==> src/rtl/uart_rx3_pkg.sv <==
package uart_rx3_pkg;
  parameter int CHAR_W = 8;

  typedef struct packed {
    logic              brk;
    logic              ferr;
    logic              perr;
    logic [CHAR_W-1:0] data;
  } rx_entry_t;
endpackage

==> src/rtl/uart_rx3_shifter.sv <==
module uart_rx3_shifter
  import uart_rx3_pkg::*;
#(
  parameter int OSR = 16
) (
  input  logic      clk_i,
  input  logic      rst_ni,
  input  logic      tick_i,
  input  logic      rx_i,
  input  logic      en_cmd_i,
  input  logic      dis_cmd_i,
  input  logic      par_en_i,
  output logic      done_o,
  output rx_entry_t entry_o,
  output logic      brk_evt_o
);
  localparam int CNT_W = $clog2(OSR);
  localparam int HALF  = OSR / 2;
  localparam int BIT_W = (CHAR_W > 1) ? $clog2(CHAR_W) : 1;

  typedef enum logic [2:0] {
    ST_OFF, ST_HUNT, ST_START, ST_DATA, ST_PAR, ST_STOP, ST_BRKWAIT
  } rx_state_e;

  rx_state_e         state_q, state_d;
  logic [CNT_W-1:0]  cnt_q, cnt_d;
  logic [BIT_W-1:0]  bit_q, bit_d;
  logic [CHAR_W-1:0] shreg_q, shreg_d;
  logic              par_q, par_d;

  logic full_per, half_per, brk_hit;

  assign full_per = (cnt_q == CNT_W'(OSR - 1));
  assign half_per = (cnt_q == CNT_W'(HALF - 1));
  assign brk_hit  = !rx_i && (shreg_q == '0) && !(par_en_i && par_q);

  always_comb begin
    state_d   = state_q;
    cnt_d     = cnt_q;
    bit_d     = bit_q;
    shreg_d   = shreg_q;
    par_d     = par_q;
    done_o    = 1'b0;
    brk_evt_o = 1'b0;
    entry_o.data = shreg_q;
    entry_o.ferr = !rx_i;
    entry_o.perr = par_en_i && (^{shreg_q, par_q});
    entry_o.brk  = brk_hit;
    if (dis_cmd_i) begin
      state_d = ST_OFF;
    end else if (en_cmd_i) begin
      state_d = ST_HUNT;
      cnt_d   = '0;
    end else if (tick_i) begin
      unique case (state_q)
        ST_HUNT: begin
          if (!rx_i) begin
            state_d = ST_START;
            cnt_d   = '0;
          end
        end
        ST_START: begin
          if (half_per) begin
            cnt_d   = '0;
            bit_d   = '0;
            state_d = rx_i ? ST_HUNT : ST_DATA;
          end else begin
            cnt_d = cnt_q + 1'b1;
          end
        end
        ST_DATA: begin
          if (full_per) begin
            cnt_d   = '0;
            shreg_d = {rx_i, shreg_q[CHAR_W-1:1]};
            if (bit_q == BIT_W'(CHAR_W - 1)) begin
              state_d = par_en_i ? ST_PAR : ST_STOP;
            end else begin
              bit_d = bit_q + 1'b1;
            end
          end else begin
            cnt_d = cnt_q + 1'b1;
          end
        end
        ST_PAR: begin
          if (full_per) begin
            cnt_d   = '0;
            par_d   = rx_i;
            state_d = ST_STOP;
          end else begin
            cnt_d = cnt_q + 1'b1;
          end
        end
        ST_STOP: begin
          if (full_per) begin
            cnt_d  = '0;
            done_o = 1'b1;
            if (brk_hit) begin
              brk_evt_o = 1'b1;
              state_d   = ST_BRKWAIT;
            end else begin
              state_d = ST_HUNT;
            end
          end else begin
            cnt_d = cnt_q + 1'b1;
          end
        end
        ST_BRKWAIT: begin
          if (!rx_i) begin
            cnt_d = '0;
          end else if (half_per) begin
            cnt_d     = '0;
            brk_evt_o = 1'b1;
            state_d   = ST_HUNT;
          end else begin
            cnt_d = cnt_q + 1'b1;
          end
        end
        default: state_d = ST_OFF;
      endcase
    end
  end

  always_ff @(posedge clk_i or negedge rst_ni) begin
    if (!rst_ni) begin
      state_q <= ST_OFF;
      cnt_q   <= '0;
      bit_q   <= '0;
      shreg_q <= '0;
      par_q   <= 1'b0;
    end else begin
      state_q <= state_d;
      cnt_q   <= cnt_d;
      bit_q   <= bit_d;
      shreg_q <= shreg_d;
      par_q   <= par_d;
    end
  end
endmodule

==> src/rtl/uart_rx3_fifo.sv <==
module uart_rx3_fifo #(
  parameter int  DEPTH = 3,
  parameter type entry_t = logic,
  localparam int PTR_W = (DEPTH > 1) ? $clog2(DEPTH) : 1,
  localparam int CNT_W = $clog2(DEPTH + 1)
) (
  input  logic   clk_i,
  input  logic   rst_ni,
  input  logic   push_i,
  input  entry_t push_data_i,
  input  logic   pop_i,
  output entry_t head_o,
  output logic   empty_o,
  output logic   full_o
);
  entry_t           mem_q [DEPTH];
  logic [PTR_W-1:0] wr_q, wr_d, rd_q, rd_d;
  logic [CNT_W-1:0] cnt_q, cnt_d;

  function automatic logic [PTR_W-1:0] bump(input logic [PTR_W-1:0] p);
    return (p == PTR_W'(DEPTH - 1)) ? '0 : p + 1'b1;
  endfunction

  assign empty_o = (cnt_q == '0);
  assign full_o  = (cnt_q == CNT_W'(DEPTH));
  assign head_o  = mem_q[rd_q];

  always_comb begin
    wr_d  = push_i ? bump(wr_q) : wr_q;
    rd_d  = pop_i  ? bump(rd_q) : rd_q;
    cnt_d = cnt_q;
    if (push_i && !pop_i) cnt_d = cnt_q + 1'b1;
    if (pop_i && !push_i) cnt_d = cnt_q - 1'b1;
  end

  always_ff @(posedge clk_i) begin
    if (push_i) mem_q[wr_q] <= push_data_i;
  end

  always_ff @(posedge clk_i or negedge rst_ni) begin
    if (!rst_ni) begin
      wr_q  <= '0;
      rd_q  <= '0;
      cnt_q <= '0;
    end else begin
      wr_q  <= wr_d;
      rd_q  <= rd_d;
      cnt_q <= cnt_d;
    end
  end
endmodule

==> src/rtl/uart_rx3.sv <==
module uart_rx3
  import uart_rx3_pkg::*;
#(
  parameter int OSR   = 16,
  parameter int DEPTH = 3
) (
  input  logic              clk_i,
  input  logic              rst_ni,
  input  logic              rx_i,
  input  logic              tick_i,
  input  logic              rd_i,
  input  logic              cmd_en_i,
  input  logic              cmd_dis_i,
  input  logic              cmd_rst_err_i,
  input  logic              par_en_i,
  output logic [CHAR_W-1:0] rdata_o,
  output logic              head_ferr_o,
  output logic              head_perr_o,
  output logic              head_brk_o,
  output logic              rx_rdy_o,
  output logic              fifo_full_o,
  output logic              overrun_o,
  output logic              brk_chg_o
);
  logic      shift_done, brk_evt;
  rx_entry_t shift_entry;

  rx_entry_t hold_q, hold_d;
  logic      hold_vld_q, hold_vld_d;
  logic      ovr_q, ovr_d;
  logic      brk_chg_q;

  logic      q_push, q_pop, q_empty, q_full;
  rx_entry_t q_wdata, q_head;

  uart_rx3_shifter #(.OSR(OSR)) u_shift (
    .clk_i    (clk_i),
    .rst_ni   (rst_ni),
    .tick_i   (tick_i),
    .rx_i     (rx_i),
    .en_cmd_i (cmd_en_i),
    .dis_cmd_i(cmd_dis_i),
    .par_en_i (par_en_i),
    .done_o   (shift_done),
    .entry_o  (shift_entry),
    .brk_evt_o(brk_evt)
  );

  uart_rx3_fifo #(.DEPTH(DEPTH), .entry_t(rx_entry_t)) u_fifo (
    .clk_i      (clk_i),
    .rst_ni     (rst_ni),
    .push_i     (q_push),
    .push_data_i(q_wdata),
    .pop_i      (q_pop),
    .head_o     (q_head),
    .empty_o    (q_empty),
    .full_o     (q_full)
  );

  // Queue intake: a parked character has priority over a new arrival.
  always_comb begin
    q_pop      = rd_i && !q_empty;
    q_push     = 1'b0;
    q_wdata    = shift_entry;
    hold_d     = hold_q;
    hold_vld_d = hold_vld_q;
    ovr_d      = cmd_rst_err_i ? 1'b0 : ovr_q;
    if (q_pop && hold_vld_q) begin
      q_push     = 1'b1;
      q_wdata    = hold_q;
      hold_vld_d = shift_done;
      if (shift_done) hold_d = shift_entry;
    end else if (shift_done) begin
      if (!q_full || q_pop) begin
        q_push = 1'b1;
      end else begin
        hold_d     = shift_entry;
        hold_vld_d = 1'b1;
        if (hold_vld_q) ovr_d = 1'b1;
      end
    end
  end

  always_ff @(posedge clk_i or negedge rst_ni) begin
    if (!rst_ni) begin
      hold_q     <= '0;
      hold_vld_q <= 1'b0;
      ovr_q      <= 1'b0;
      brk_chg_q  <= 1'b0;
    end else begin
      hold_q     <= hold_d;
      hold_vld_q <= hold_vld_d;
      ovr_q      <= ovr_d;
      brk_chg_q  <= brk_evt;
    end
  end

  assign rx_rdy_o    = !q_empty;
  assign fifo_full_o = q_full;
  assign overrun_o   = ovr_q;
  assign brk_chg_o   = brk_chg_q;
  assign rdata_o     = q_empty ? '0 : q_head.data;
  assign head_ferr_o = !q_empty && q_head.ferr;
  assign head_perr_o = !q_empty && q_head.perr;
  assign head_brk_o  = !q_empty && q_head.brk;
endmodule

==> config.mk <==
export PLATFORM = sky130hd
export DESIGN_NAME = uart_rx3
export DESIGN_NICKNAME = d
export VERILOG_FILES = /design/src/rtl/uart_rx3_pkg.sv /design/src/rtl/uart_rx3_shifter.sv /design/src/rtl/uart_rx3_fifo.sv /design/src/rtl/uart_rx3.sv
export SDC_FILE = /design/constraint.sdc
export NUM_CORES = 1
export LEC_CHECK = 0
export BUFFER_PORTS_ARGS = -buffer_cell sky130_fd_sc_hd__buf_2
export CAP_MARGIN = 20
export CORE_UTILIZATION = 55
export CTS_CLUSTER_DIAMETER = 120
export DETAILED_ROUTE_END_ITERATION = 10
export MAX_ROUTING_LAYER = met4
export PLACE_DENSITY = 0.8
export SLEW_MARGIN = 20
export SYNTH_ARGS = -nofsm -noshare
export SYNTH_HDL_FRONTEND = slang
export SYNTH_SLANG_ARGS = --single-unit
==> constraint.sdc <==
create_clock -name clk_i -period 4.1 [get_ports clk_i]
set_clock_uncertainty 0.1 [all_clocks]
set_input_delay 0.82 -clock clk_i [delete_from_list [all_inputs] [get_ports clk_i]]
set_output_delay 0.82 -clock clk_i [all_outputs]
set_load 0.01 [all_outputs]
==> key figures <==
Global routing
  – Vias in the first global route: 2254
  – GR Util met3: 0.0473
  – Most Used Layer, Global Route: met2
  – Pin count of the biggest net entering global routing: 40
  – Total Routing Usage GR: 0.218
  – Initial antenna violation count: 0
  – Met2 Resource Use GR: 0.343
  – Congestion Overflow GR: 0
  – First-pass GRT wire length: 10600 microns
  – Grt met1 use: 0.277

Floorplan
  – Die H: 82.4 microns
  – Io pins: 24
  – Initial Utilization: 0.584
  – Rows: 28
  – Chip Width: 82.4 microns
  – Core Area: 6100 sq um
  – Die area: 6790 sq um

Yosys
  – Mapped Area: 3560 sq um
  – Area leader, netlist: edfxtp_1
  – Cells after Synth: 300
  – Synth top area cells: edfxtp_1 (28%), dfrtp_1 (27%), mux2_2 (7.6%), nor2_1 (3.7%), mux2_4 (3.4%)
  – Post-synth top cells: dfrtp_1 (39), nor2_1 (35), edfxtp_1 (33), mux2_2 (24), a21oi_1 (16)
  – Synthesized flop and latch total: 72
  – Post-synthesis sequential area ratio: 0.553
  – Post-synthesis average cell area: 11.9 sq um
  – Yosys top cell area share: 0.279
  – Yosys cell types: 52
  – Synth warn: 0
  – Async SR Flop Fraction: 0.542
  – Count leader, synth: dfrtp_1
  – Ys flop type: dfrtp_1
  – EDFF count, synth: 33
  – Post-Syn Nets: 313

Route
  – Vias: 2353
  – WL/cell: 15.8 microns
  – Routed WL: 6360 microns
  – Initial drt markers: 111
  – Detail Route Antenna Nets: 0
  – DRT Pass-1 Iters: 4
  – Remaining routing DRC violations: 0
  – Drt via density: 5.85

Power and ir drop
  – Internal power: 1.24 mW
  – Pwr/cell area: 456 nW/um^2
  – Combinational share of power: 0.210
  – Clock network power share: 0.305
  – Sequential share of power: 0.486
  – Pleak: 1.67 nW
  – Net Switching: 0.547 mW
  – Max rail drop VDD: 266 uV
  – Sw Share: 0.307

CTS
  – CTS root buffer: clkbuf_8
  – Clk Latency, worst-skew pair: 0.34 ns
  – CTS tree: yes
  – Post-cts gate resize count: 0
  – Max Root-Sink Buffers: 2
  – Post-CTS Setup Bufs: 0
  – Htree depth: 3
  – Sink Count: 72
  – Clock-pin slew of the registers on the worst-case setup and hold paths: 0.07 ns
  – TritonCTS buffer count: 9
  – Hold buffers post-CTS: 0

Hold path
  – Worst min-delay path category: reg -> reg

Cells and area
  – Fill cell count: 487
  – Final design utilization: 0.641
  – Number of diodes: 0
  – Area grow syn2layout: 9.92%
  – Nets@finish: 335
  – Layout cells sized above 1: 0.239

STA
  – Slew headroom: 0.408
  – Unrepaired setup endpoints after global routing: no
  – Fmax: 367 MHz
  – Setup TNS: 0 ns
  – Final Hold Violating Endpoints: 0
  – Min cycle time layout: 2.72 ns
  – Slew Limit Fails: 0
  – Final Cycle Share: 0.664
  – Setup Viol. Count Final: 0
  – Tightest Pin Transition: 0.866 ns

Worst setup path
  – Req. time, crit path: 4.04 ns
  – Worst Path Max Fanout: 11
  – CP Capture Type: register
  – Critical path class: in -> reg
  – Critical Path Source Type: input port
  – Crit path DAT: 2.66 ns

Flow run
  – # Max-Cap Violations: 0

Place
  – Port Buffers: 23
  – Detailed placement HPWL: 4450 microns
  – Final Wtd Congestion: 0.798

Outcome
  – Run status: finished, final reports clean
==> layer usage <==
layer	vias up	wire, microns
li1	1143	-
met1	1135	2940
met2	65	3020
met3	10	311
met4	0	93
met5	-	0
==> placed cells by master, fill, tap and decap left out, types with 3 or more instances in the layout <==
| cell | instances |
|---|---|
| nor2_1 | 35 |
| buf_4 | 3 |
| ha_1 | 4 |
| nor4_1 | 4 |
| and3_1 | 5 |
| nand2_1 | 8 |
| edfxtp_1 | 33 |
| clkbuf_8 | 9 |
| nor3b_1 | 3 |
| mux2_4 | 8 |
| dfrtp_1 | 39 |
| nand3_1 | 8 |
| o21ai_0 | 11 |
| nor2b_1 | 5 |
| inv_1 | 12 |
| mux2i_1 | 11 |
| a2111oi_0 | 3 |
| mux2_2 | 24 |
| nor3_1 | 4 |
| a211oi_1 | 4 |
| nand3b_1 | 4 |
| buf_2 | 24 |
| and2_1 | 3 |
| xnor2_1 | 7 |
| a21oi_1 | 16 |
==> cell families after synthesis <==
group / after synthesis / share of synthesized area
adders and majority gates: 4 / 0.0141
xor gates and xnor gates: 10 / 0.0285
AOI/OAI and AO/OA: 52 / 0.0967
DFF: 72 / 0.553
muxes: 43 / 0.141
and+or+nand+nor: 91 / 0.132
buffers and inverters: 28 / 0.0348
==> power by group through the flow <==
stage          sequential, mW  clock [mW]  combinational (mW)
2_1_floorplan           0.815           0               0.323
3_3_place_gp            0.877           0               0.367
3_5_place_dp            0.882           0               0.378
4_1_cts                 0.866       0.561               0.379
5_1_grt                 0.874       0.589               0.437
6_report                0.867       0.544               0.374
==> state kept, by name, indices dropped and copies added (netlist names) <==
name / count
brk_chg_o: 1
hold_q: 11
hold_vld_q: 1
overrun_o: 1
u_fifo.cnt_q: 2
u_fifo.mem_q: 33
u_fifo.rd_q: 2
u_fifo.wr_q: 2
u_shift.bit_q: 3
u_shift.cnt_q: 4
u_shift.par_q: 1
u_shift.shreg_q: 8
u_shift.state_q: 3
==> per-stage QoR <==
step / hold slack [ns] / instance area [sq um] / cells / setup slack [ns] / total power, mW
3_3_place_gp: 0.391 / 3710 / 385 / 1.12 / 1.24
2_1_floorplan: 0.375 / 3560 / 300 / 0.638 / 1.14
4_1_cts: 0.415 / 3910 / 401 / 1.41 / 1.80
3_5_place_dp: 0.394 / 3710 / 385 / 1.06 / 1.26
5_1_grt: 0.437 / 3910 / 402 / 1.21 / 1.90
6_report: 0.408 / 3910 / 402 / 1.38 / 1.78
==> path summary, 6_finish.rpt <==
| path | end | slack (ns) | cells after the start | startpoint |
|---|---|---|---|---|
| worst max register to register | u_fifo.mem_q[2][7]$_DFFE_PP_ | 1.51 | 5 | u_shift.state_q[2]$_DFFE_PN0P_ |
| max in group asynchronous | u_shift.state_q[0]$_DFFE_PN0P_ | 2.85 | 1 | rst_ni |
| min in group asynchronous | u_fifo.rd_q[1]$_DFFE_PN0P_ | 0.49 | 1 | rst_ni |
| worst max-delay path | u_fifo.mem_q[2][7]$_DFFE_PP_ | 1.38 | 6 | cmd_en_i |
| worst min-delay path | hold_q[10]$_DFFE_PN0P_ | 0.41 | 1 | hold_q[10]$_DFFE_PN0P_ |
| worst min register to register | hold_q[10]$_DFFE_PN0P_ | 0.41 | 1 | hold_q[10]$_DFFE_PN0P_ |
==> critical path: stages <==
cell and delay (ns):
buf_2 0.14, or3b_1 0.50, or3_1 0.43, o2bb2ai_1 0.28, nor3b_1 0.24, buf_4 0.24
==> area by class of cell <==
cell class | instances | area (sq um) | area share
Clock buffer | 9 | 124 | 0.0317
Inverter | 12 | 45.0 | 0.0115
Sequential cell | 72 | 1970 | 0.503
Clock inverter | 7 | 71.3 | 0.0182
Timing Repair Buffer | 27 | 143 | 0.0365
Tap cell | 75 | 93.8 | 0.0240
Multi-Input combinational cell | 200 | 1470 | 0.375
No activity file was read; power rests on OpenSTA's default activity.
